--- src/rtl/tw_pkg.sv ---
`timescale 1ns/1ps
package tw_pkg;
  typedef enum logic [2:0] {
    ST_IDLE,
    ST_RX,
    ST_RX_END,
    ST_ACK,
    ST_TX,
    ST_MACK,
    ST_SKIP
  } tw_state_e;
endpackage

--- src/rtl/tw_sync_edge.sv ---
`timescale 1ns/1ps
module tw_sync_edge #(
  parameter int STAGES  = 2,
  parameter bit RST_VAL = 1'b1
) (
  input  logic clk,
  input  logic rst_n,
  input  logic d_i,
  output logic lvl_o,
  output logic prev_o
);
  logic [STAGES-1:0] chain_q;
  logic              last_q;

  always_ff @(posedge clk or negedge rst_n) begin
    if (!rst_n) begin
      chain_q <= {STAGES{RST_VAL}};
      last_q  <= RST_VAL;
    end else begin
      chain_q <= {chain_q[STAGES-2:0], d_i};
      last_q  <= chain_q[STAGES-1];
    end
  end

  assign lvl_o  = chain_q[STAGES-1];
  assign prev_o = last_q;
endmodule

--- src/rtl/tw_frame_ctrl.sv ---
`timescale 1ns/1ps
module tw_frame_ctrl
  import tw_pkg::*;
#(
  parameter int RD_MAX = 16,
  parameter int IDX_W  = $clog2(RD_MAX + 1)
) (
  input  logic             clk,
  input  logic             rst_n,
  input  logic             scl_rise_i,
  input  logic             scl_fall_i,
  input  logic             start_i,
  input  logic             stop_i,
  input  logic             sda_i,
  input  logic [6:0]       addr_i,
  input  logic             room_i,
  input  logic [7:0]       tx_byte_i,
  output logic             oe_o,
  output logic [IDX_W-1:0] idx_o,
  output logic             byte_wr_o,
  output logic             wr_begin_o,
  output logic [7:0]       rx_byte_o
);
  localparam logic [IDX_W-1:0] RD_LIM = IDX_W'(RD_MAX);

  tw_state_e        state_q, state_d;
  logic [2:0]       bit_q, bit_d;
  logic [7:0]       sh_q, sh_d;
  logic             addr_ph_q, addr_ph_d;
  logic             rd_q, rd_d;
  logic             mack_q, mack_d;
  logic             oe_q, oe_d;
  logic [IDX_W-1:0] idx_q, idx_d;
  logic             load_tx;

  always_comb begin
    state_d    = state_q;
    bit_d      = bit_q;
    sh_d       = sh_q;
    addr_ph_d  = addr_ph_q;
    rd_d       = rd_q;
    mack_d     = mack_q;
    oe_d       = oe_q;
    idx_d      = idx_q;
    load_tx    = 1'b0;
    byte_wr_o  = 1'b0;
    wr_begin_o = 1'b0;
    if (start_i) begin
      state_d   = ST_RX;
      bit_d     = 3'd0;
      addr_ph_d = 1'b1;
      rd_d      = 1'b0;
      oe_d      = 1'b0;
    end else if (stop_i) begin
      state_d = ST_IDLE;
      oe_d    = 1'b0;
    end else begin
      case (state_q)
        ST_RX: if (scl_rise_i) begin
          sh_d  = {sh_q[6:0], sda_i};
          bit_d = bit_q + 3'd1;
          if (bit_q == 3'd7) state_d = ST_RX_END;
        end
        ST_RX_END: if (scl_fall_i) begin
          addr_ph_d = 1'b0;
          if (addr_ph_q) begin
            if (sh_q[7:1] == addr_i) begin
              oe_d       = 1'b1;
              state_d    = ST_ACK;
              rd_d       = sh_q[0];
              wr_begin_o = ~sh_q[0];
              idx_d      = '0;
            end else begin
              state_d = ST_SKIP;
            end
          end else if (room_i) begin
            oe_d      = 1'b1;
            state_d   = ST_ACK;
            byte_wr_o = 1'b1;
          end else begin
            state_d = ST_SKIP;
          end
        end
        ST_ACK: if (scl_fall_i) begin
          if (rd_q) begin
            load_tx = 1'b1;
          end else begin
            oe_d    = 1'b0;
            bit_d   = 3'd0;
            state_d = ST_RX;
          end
        end
        ST_TX: if (scl_fall_i) begin
          bit_d = bit_q + 3'd1;
          if (bit_q == 3'd7) begin
            oe_d    = 1'b0;
            state_d = ST_MACK;
          end else begin
            sh_d = {sh_q[6:0], 1'b1};
            oe_d = ~sh_q[6];
          end
        end
        ST_MACK: begin
          if (scl_rise_i) mack_d = ~sda_i;
          if (scl_fall_i) begin
            if (mack_q) load_tx = 1'b1;
            else        state_d = ST_SKIP;
          end
        end
        default: ;
      endcase
      if (load_tx) begin
        sh_d    = tx_byte_i;
        oe_d    = ~tx_byte_i[7];
        bit_d   = 3'd0;
        mack_d  = 1'b0;
        state_d = ST_TX;
        if (idx_q != RD_LIM) idx_d = idx_q + IDX_W'(1);
      end
    end
  end

  always_ff @(posedge clk or negedge rst_n) begin
    if (!rst_n) begin
      state_q   <= ST_IDLE;
      bit_q     <= 3'd0;
      sh_q      <= 8'd0;
      addr_ph_q <= 1'b0;
      rd_q      <= 1'b0;
      mack_q    <= 1'b0;
      oe_q      <= 1'b0;
      idx_q     <= '0;
    end else begin
      state_q   <= state_d;
      bit_q     <= bit_d;
      sh_q      <= sh_d;
      addr_ph_q <= addr_ph_d;
      rd_q      <= rd_d;
      mack_q    <= mack_d;
      oe_q      <= oe_d;
      idx_q     <= idx_d;
    end
  end

  assign oe_o      = oe_q;
  assign idx_o     = idx_q;
  assign rx_byte_o = sh_q;
endmodule

--- src/rtl/tw_cmd_store.sv ---
`timescale 1ns/1ps
module tw_cmd_store #(
  parameter int WR_MAX = 8,
  parameter int CNT_W  = $clog2(WR_MAX + 1)
) (
  input  logic                clk,
  input  logic                rst_n,
  input  logic                wr_begin_i,
  input  logic                byte_wr_i,
  input  logic [7:0]          byte_i,
  input  logic                frame_end_i,
  output logic                room_o,
  output logic [WR_MAX*8-1:0] bytes_o,
  output logic [CNT_W-1:0]    count_o,
  output logic                valid_o
);
  localparam logic [CNT_W-1:0] CNT_LIM = CNT_W'(WR_MAX);

  logic [CNT_W-1:0] cnt_q, cnt_d;
  logic             open_q, open_d;
  logic             valid_q, valid_d;

  assign room_o = (cnt_q < CNT_LIM);

  always_comb begin
    cnt_d   = cnt_q;
    open_d  = open_q;
    valid_d = 1'b0;
    if (wr_begin_i) begin
      cnt_d  = '0;
      open_d = 1'b1;
    end else if (byte_wr_i && room_o) begin
      cnt_d = cnt_q + CNT_W'(1);
    end
    if (frame_end_i) begin
      open_d  = 1'b0;
      valid_d = open_q && (cnt_q != '0);
    end
  end

  always_ff @(posedge clk or negedge rst_n) begin
    if (!rst_n) begin
      cnt_q   <= '0;
      open_q  <= 1'b0;
      valid_q <= 1'b0;
    end else begin
      cnt_q   <= cnt_d;
      open_q  <= open_d;
      valid_q <= valid_d;
    end
  end

  for (genvar i = 0; i < WR_MAX; i++) begin : g_slot
    logic [7:0] slot_q;
    logic       slot_en;
    assign slot_en = byte_wr_i && (cnt_q == CNT_W'(i));
    always_ff @(posedge clk or negedge rst_n) begin
      if (!rst_n)       slot_q <= 8'd0;
      else if (slot_en) slot_q <= byte_i;
    end
    assign bytes_o[8*i +: 8] = slot_q;
  end

  assign count_o = cnt_q;
  assign valid_o = valid_q;
endmodule

--- src/rtl/cmd_bus_slave.sv ---
`timescale 1ns/1ps
module cmd_bus_slave #(
  parameter int         WR_MAX  = 8,
  parameter int         RD_MAX  = 16,
  parameter logic [6:0] ADDR_LO = 7'b0010001,
  parameter logic [6:0] ADDR_HI = 7'b1100011
) (
  input  logic                          clk,
  input  logic                          rst_n,
  input  logic                          scl_i,
  input  logic                          sda_i,
  output logic                          sda_oe_o,
  input  logic                          addr_sel_i,
  input  logic                          rsp_cts_i,
  input  logic [6:0]                    rsp_flags_i,
  input  logic [8*(RD_MAX-1)-1:0]       rsp_data_i,
  output logic                          cmd_valid_o,
  output logic [$clog2(WR_MAX+1)-1:0]   cmd_count_o,
  output logic [8*WR_MAX-1:0]           cmd_bytes_o
);
  localparam int IDX_W = $clog2(RD_MAX + 1);
  localparam int SEL_W = $clog2(RD_MAX);
  localparam int CNT_W = $clog2(WR_MAX + 1);
  localparam logic [IDX_W-1:0] RD_LIM = IDX_W'(RD_MAX);

  logic [1:0] rst_pipe_q;
  logic       rst_core_n;
  always_ff @(posedge clk or negedge rst_n) begin
    if (!rst_n) rst_pipe_q <= 2'b00;
    else        rst_pipe_q <= {rst_pipe_q[0], 1'b1};
  end
  assign rst_core_n = rst_pipe_q[1];

  logic [1:0] pin_raw, pin_lvl, pin_prev;
  assign pin_raw = {sda_i, scl_i};
  for (genvar g = 0; g < 2; g++) begin : g_sync
    tw_sync_edge #(.STAGES(2), .RST_VAL(1'b1)) u_sync (
      .clk   (clk),
      .rst_n (rst_core_n),
      .d_i   (pin_raw[g]),
      .lvl_o (pin_lvl[g]),
      .prev_o(pin_prev[g])
    );
  end

  logic scl_rise, scl_fall, start_evt, stop_evt, frame_end;
  assign scl_rise  = pin_lvl[0] & ~pin_prev[0];
  assign scl_fall  = ~pin_lvl[0] & pin_prev[0];
  assign start_evt = pin_lvl[0] & pin_prev[0] & pin_prev[1] & ~pin_lvl[1];
  assign stop_evt  = pin_lvl[0] & pin_prev[0] & ~pin_prev[1] & pin_lvl[1];
  assign frame_end = start_evt | stop_evt;

  logic [7:0] rd_bytes [RD_MAX];
  assign rd_bytes[0] = {rsp_cts_i, rsp_flags_i};
  for (genvar k = 1; k < RD_MAX; k++) begin : g_rsp
    assign rd_bytes[k] = rsp_data_i[8*(k-1) +: 8];
  end

  logic [IDX_W-1:0] tx_idx;
  logic [7:0]       tx_byte, rx_byte;
  logic [6:0]       my_addr;
  logic             room, byte_wr, wr_begin;

  assign my_addr = addr_sel_i ? ADDR_HI : ADDR_LO;
  assign tx_byte = (tx_idx < RD_LIM) ? rd_bytes[tx_idx[SEL_W-1:0]] : 8'hFF;

  tw_frame_ctrl #(.RD_MAX(RD_MAX), .IDX_W(IDX_W)) u_frame (
    .clk       (clk),
    .rst_n     (rst_core_n),
    .scl_rise_i(scl_rise),
    .scl_fall_i(scl_fall),
    .start_i   (start_evt),
    .stop_i    (stop_evt),
    .sda_i     (pin_lvl[1]),
    .addr_i    (my_addr),
    .room_i    (room),
    .tx_byte_i (tx_byte),
    .oe_o      (sda_oe_o),
    .idx_o     (tx_idx),
    .byte_wr_o (byte_wr),
    .wr_begin_o(wr_begin),
    .rx_byte_o (rx_byte)
  );

  tw_cmd_store #(.WR_MAX(WR_MAX), .CNT_W(CNT_W)) u_store (
    .clk        (clk),
    .rst_n      (rst_core_n),
    .wr_begin_i (wr_begin),
    .byte_wr_i  (byte_wr),
    .byte_i     (rx_byte),
    .frame_end_i(frame_end),
    .room_o     (room),
    .bytes_o    (cmd_bytes_o),
    .count_o    (cmd_count_o),
    .valid_o    (cmd_valid_o)
  );
endmodule

--- config.mk ---
export PLATFORM = sky130hd
export DESIGN_NAME = cmd_bus_slave
export DESIGN_NICKNAME = d
export VERILOG_FILES = /design/src/rtl/tw_pkg.sv /design/src/rtl/tw_sync_edge.sv /design/src/rtl/tw_frame_ctrl.sv /design/src/rtl/tw_cmd_store.sv /design/src/rtl/cmd_bus_slave.sv
export SDC_FILE = /design/constraint.sdc
export NUM_CORES = 1
export LEC_CHECK = 0
export BUFFER_PORTS_ARGS = -buffer_cell sky130_fd_sc_hd__buf_4
export CAP_MARGIN = 5
export CORE_UTILIZATION = 45
export DETAILED_ROUTE_END_ITERATION = 7
export PLACE_DENSITY = 0.83
export SYNTH_ARGS = -nofsm -noshare
export SYNTH_HDL_FRONTEND = slang
export SYNTH_SLANG_ARGS = --single-unit
--- constraint.sdc ---
create_clock -name clk -period 3.6 [get_ports clk]
set_input_delay 0.18 -clock clk [delete_from_list [all_inputs] [get_ports clk]]
set_output_delay 0.18 -clock clk [all_outputs]
set_load 0.03 [all_outputs]
==> flow_metrics.py <==
metrics = {
    "power_and_ir_drop": {
        "peakVddDrop_v": 0.000288,
        "p_switching_mw": 1.38,
        "clkPwrFrac_pct": 23.8,
        "internal_power_mw": 2.53,
        "p_comb_share_pct": 32.7,
        "seqPwrFrac_pct": 43.5,
        "p_sw_share_pct": 35.3,
        "leakagePower_nw": 3.77,
        "power_density_nw_per_um2": 527,
    },
    "clock_network": {
        "cts_max_level": 3,
        "numCtsBuffers": 9,
        "clkTransAtPathRegs_ns": 0.07,
        "cts_tree": "done",
        "root_buffer": "clkbuf_16",
        "cts-resized-gates": 0,
        "cts.sinks": 101,
        "insertion_delay_ns": 0.34,
        "cts_max_path_buffers": 2,
    },
    "timing": {
        "worstMarginPinSlew_ns": 1.09,
        "setup_viol": 0,
        "rsz0062_at_grt": "false",
        "fmax_ghz": 0.362,
        "tns_ns": 0,
        "finClkSkew_ns": 0.00732,
        "slew_violations": 0,
        "finalWorstSetupSlack_ns": 0.840,
        "layout_min_cycle_time_ns": 2.76,
        "post-route-period-util_pct": 76.7,
        "relSlewSlack_pct": 27.0,
        "hold_viol_final": 0,
    },
    "cells_and_area": {
        "syn_to_final_growth_pct": 34.3,
        "multi_input_comb_area_um2": 2810,
        "diodes": 0,
        "design_area_um2": 7420,
        "mostFrequentLayoutCells": "buf_4 (206), dfrtp_1 (93), mux2_1 (64), nor2_1 (28), nand2_1 (26)",
        "layout_commonest_cell": "buf_4",
        "fin_nets": 752,
        "regArea_um2": 2540,
        "fin_cells": 763,
        "fillerInstances": 941,
        "drive_gt1_share_pct": 43.7,
    },
    "drt": {
        "vias_per_cell": 5.77,
        "wl_per_cell_um": 19.7,
        "wl_mm": 15.1,
        "vias": 4399,
        "first_pass_iters": 5,
        "detail-route-antenna-nets": 0,
        "drc": 0,
        "drt_iter0_markers": 245,
    },
    "critical_path": {
        "r2r_setup_slack_ns": 0.84,
        "crit-reg2reg-launch": "u_frame.idx_o[0]$_DFFE_PN0P_",
        "required_ns": 3.83,
        "rr_endpoint": "u_frame.rx_byte_o[5]$_DFFE_PN0P_",
        "critPathArrivalTime_ns": 2.99,
        "crit_type": "reg -> reg",
        "startpoint_type": "flip-flop",
        "endpoint_kind": "flip-flop",
        "rr_worst_depth": 6,
        "crit_fanout": 31,
    },
    "synth": {
        "synth-edff-count": 0,
        "ys_seq_elements": 101,
        "synth_warnings": 0,
        "ys_types": 59,
        "async_flop_share_pct": 100,
        "yosysSeqAreaShare_pct": 45.9,
        "mappedNetlistArea_um2": 5530,
        "syn_inst": 420,
        "synth.avg_cell_area_um2": 13.2,
        "synth_nets": 561,
        "synthFlopType": "dfrtp_1",
    },
    "place": {
        "place_congestion": 0.862,
        "dp_cells": 744,
        "numPortBuffers": 202,
        "hpwlAfterDp_mm": 11.2,
        "dp_slack_ns": 0.836,
        "dpl_cell_area_um2": 7110,
    },
    "grt": {
        "grt_pass1_wl_mm": 24.0,
        "antenna_found_initial": 0,
        "grt_pass1_vias": 4693,
        "grt_max_degree": 86,
        "globalRoute.totalOverflow": 0,
        "grt_usage_pct": 24.6,
    },
    "floorplanning": {
        "die_x_um": 113,
        "die_area_um2": 12700,
        "core-area_um2": 12000,
        "ios": 203,
        "row_count": 40,
        "initial_utilization_pct": 46.0,
        "die-height_um": 113,
    },
    "status": {
        "run_status": "finished clean",
    },
    "job": {
        "drv_cap": 0,
    },
    "worst_hold_path": {
        "hold_class": "in -> async",
    },
}
-- registers in the layout (all words and copies together), names as in the netlist, 2 cells and up --
name	count
u_store.g_slot.slot_q	64
u_frame.idx_o	5
g_sync.u_sync.prev_o	2
u_frame.bit_q	3
rst_pipe_q	2
u_frame.state_q	3
u_store.count_o	4
u_frame.rx_byte_o	8
g_sync.u_sync.chain_q	4
-- cells by family (layout without fill, tap and decap cells) --
group	Yosys count	after routing	share of synthesized area, %
multiplexers	117	117	32.7
AND/OR/NAND/NOR	106	106	10.0
flip-flops	101	101	45.9
AO/OA/AOI/OAI	48	48	5.82
buffers and inverters	36	232	3.26
adder cells (fa/ha/maj)	8	8	1.81
XOR/XNOR	3	3	0.476
other	1	1	0.0679
-- what timing repair did --
| action | in CTS | in global routing |
|---|---|---|
| buffers inserted | 0 | 0 |
| hold buffers | 3 | 0 |
| hold endpoints to repair | 4 | 0 |
-- final cells by class --
cell class	instances	area share, %
inverters	7	0.354
clock buffers	10	3.08
clock inverters	6	0.742
well taps	147	2.48
multi-input cells	283	37.9
repair buffers	209	21.2
flip-flops and latches	101	34.2
-- power by group through the flow --
stage | sequential, mW | clock (mW) | combinational [mW]
floorplan | 1.38 | 0 | 1.23
global placement | 1.71 | 0 | 1.22
detailed placement | 1.72 | 0 | 1.28
CTS | 1.70 | 0.947 | 1.28
global route | 1.74 | 0.995 | 1.38
finish | 1.70 | 0.933 | 1.28
-- stage by stage --
stage | hold WS, ns | power (mW) | utilization, %
floorplan | -0.116 | 2.61 | -
global placement | -0.0376 | 2.92 | 59.2
detailed placement | -0.0357 | 3.00 | 59.2
CTS | 0.138 | 3.93 | 61.8
global route | 0.153 | 4.11 | 61.8
finish | 0.158 | 3.91 | 61.8
-- worst max-delay path by stage --
stage,from,cells after the start,slack [ns],end
global route,u_frame.idx_o[0]$_DFFE_PN0P_,6,0.70,u_frame.rx_byte_o[5]$_DFFE_PN0P_
global placement,u_frame.idx_o[0]$_DFFE_PN0P_,6,0.96,u_frame.rx_byte_o[4]$_DFFE_PN0P_
CTS,u_frame.idx_o[0]$_DFFE_PN0P_,6,0.82,u_frame.rx_byte_o[5]$_DFFE_PN0P_
detailed placement,u_frame.idx_o[0]$_DFFE_PN0P_,6,0.84,u_frame.rx_byte_o[5]$_DFFE_PN0P_
floorplan,rst_pipe_q[1]$_DFF_PN0_,0,0.59,u_frame.addr_ph_q$_DFFE_PN0P_
finish,u_frame.idx_o[0]$_DFFE_PN0P_,6,0.84,u_frame.rx_byte_o[5]$_DFFE_PN0P_
-- synthesized netlist by cell type (all sizes together) (2+ instances only) --
cell    count  area [um^2]
ha          8          100
inv         7         26.3
nor4b       2         23.8
mux2i       5         50.1
clkbuf     23         86.3
nand4b      2         17.5
a21oi      11         55.1
a31oi       3         18.8
a32o        2         20.0
o221ai      2         17.5
nand3      13         65.1
a311oi      2         17.5
xor2        2         17.5
buf         6         67.6
o211ai      2         20.0
nor2       28          105
dfrtp      95         2380
o22ai       2         12.5
dfstp       6          158
o21ai      12         60.1
a21o        2         15.0
nand2b      7         43.8
a211oi      2         15.0
nor2b       7         43.8
nand2      26         97.6
nor3       10         76.3
or2         2         12.5
mux4       38          912
and3b       2         17.5
mux2       74          845
-- layer usage --
| layer | track usage, % | routed length, um | vias to the layer above |
|---|---|---|---|
| met4 | 8.36 | 294 | 0 |
| met2 | 45.3 | 8260 | 221 |
| met5 | 0 | 0 | - |
| met1 | 29.4 | 5710 | 2185 |
| li1 | - | - | 1966 |
| met3 | 3.54 | 789 | 27 |
-- critical path, stage by stage, from the launching register on --
cell     delay [ns]
dfrtp_2        0.88
buf_4          0.28
mux4_2         0.51
mux4_2         0.50
nor3_2         0.15
nor2_1         0.07
mux2_2         0.26
Power figures use the tool's default switching activity.
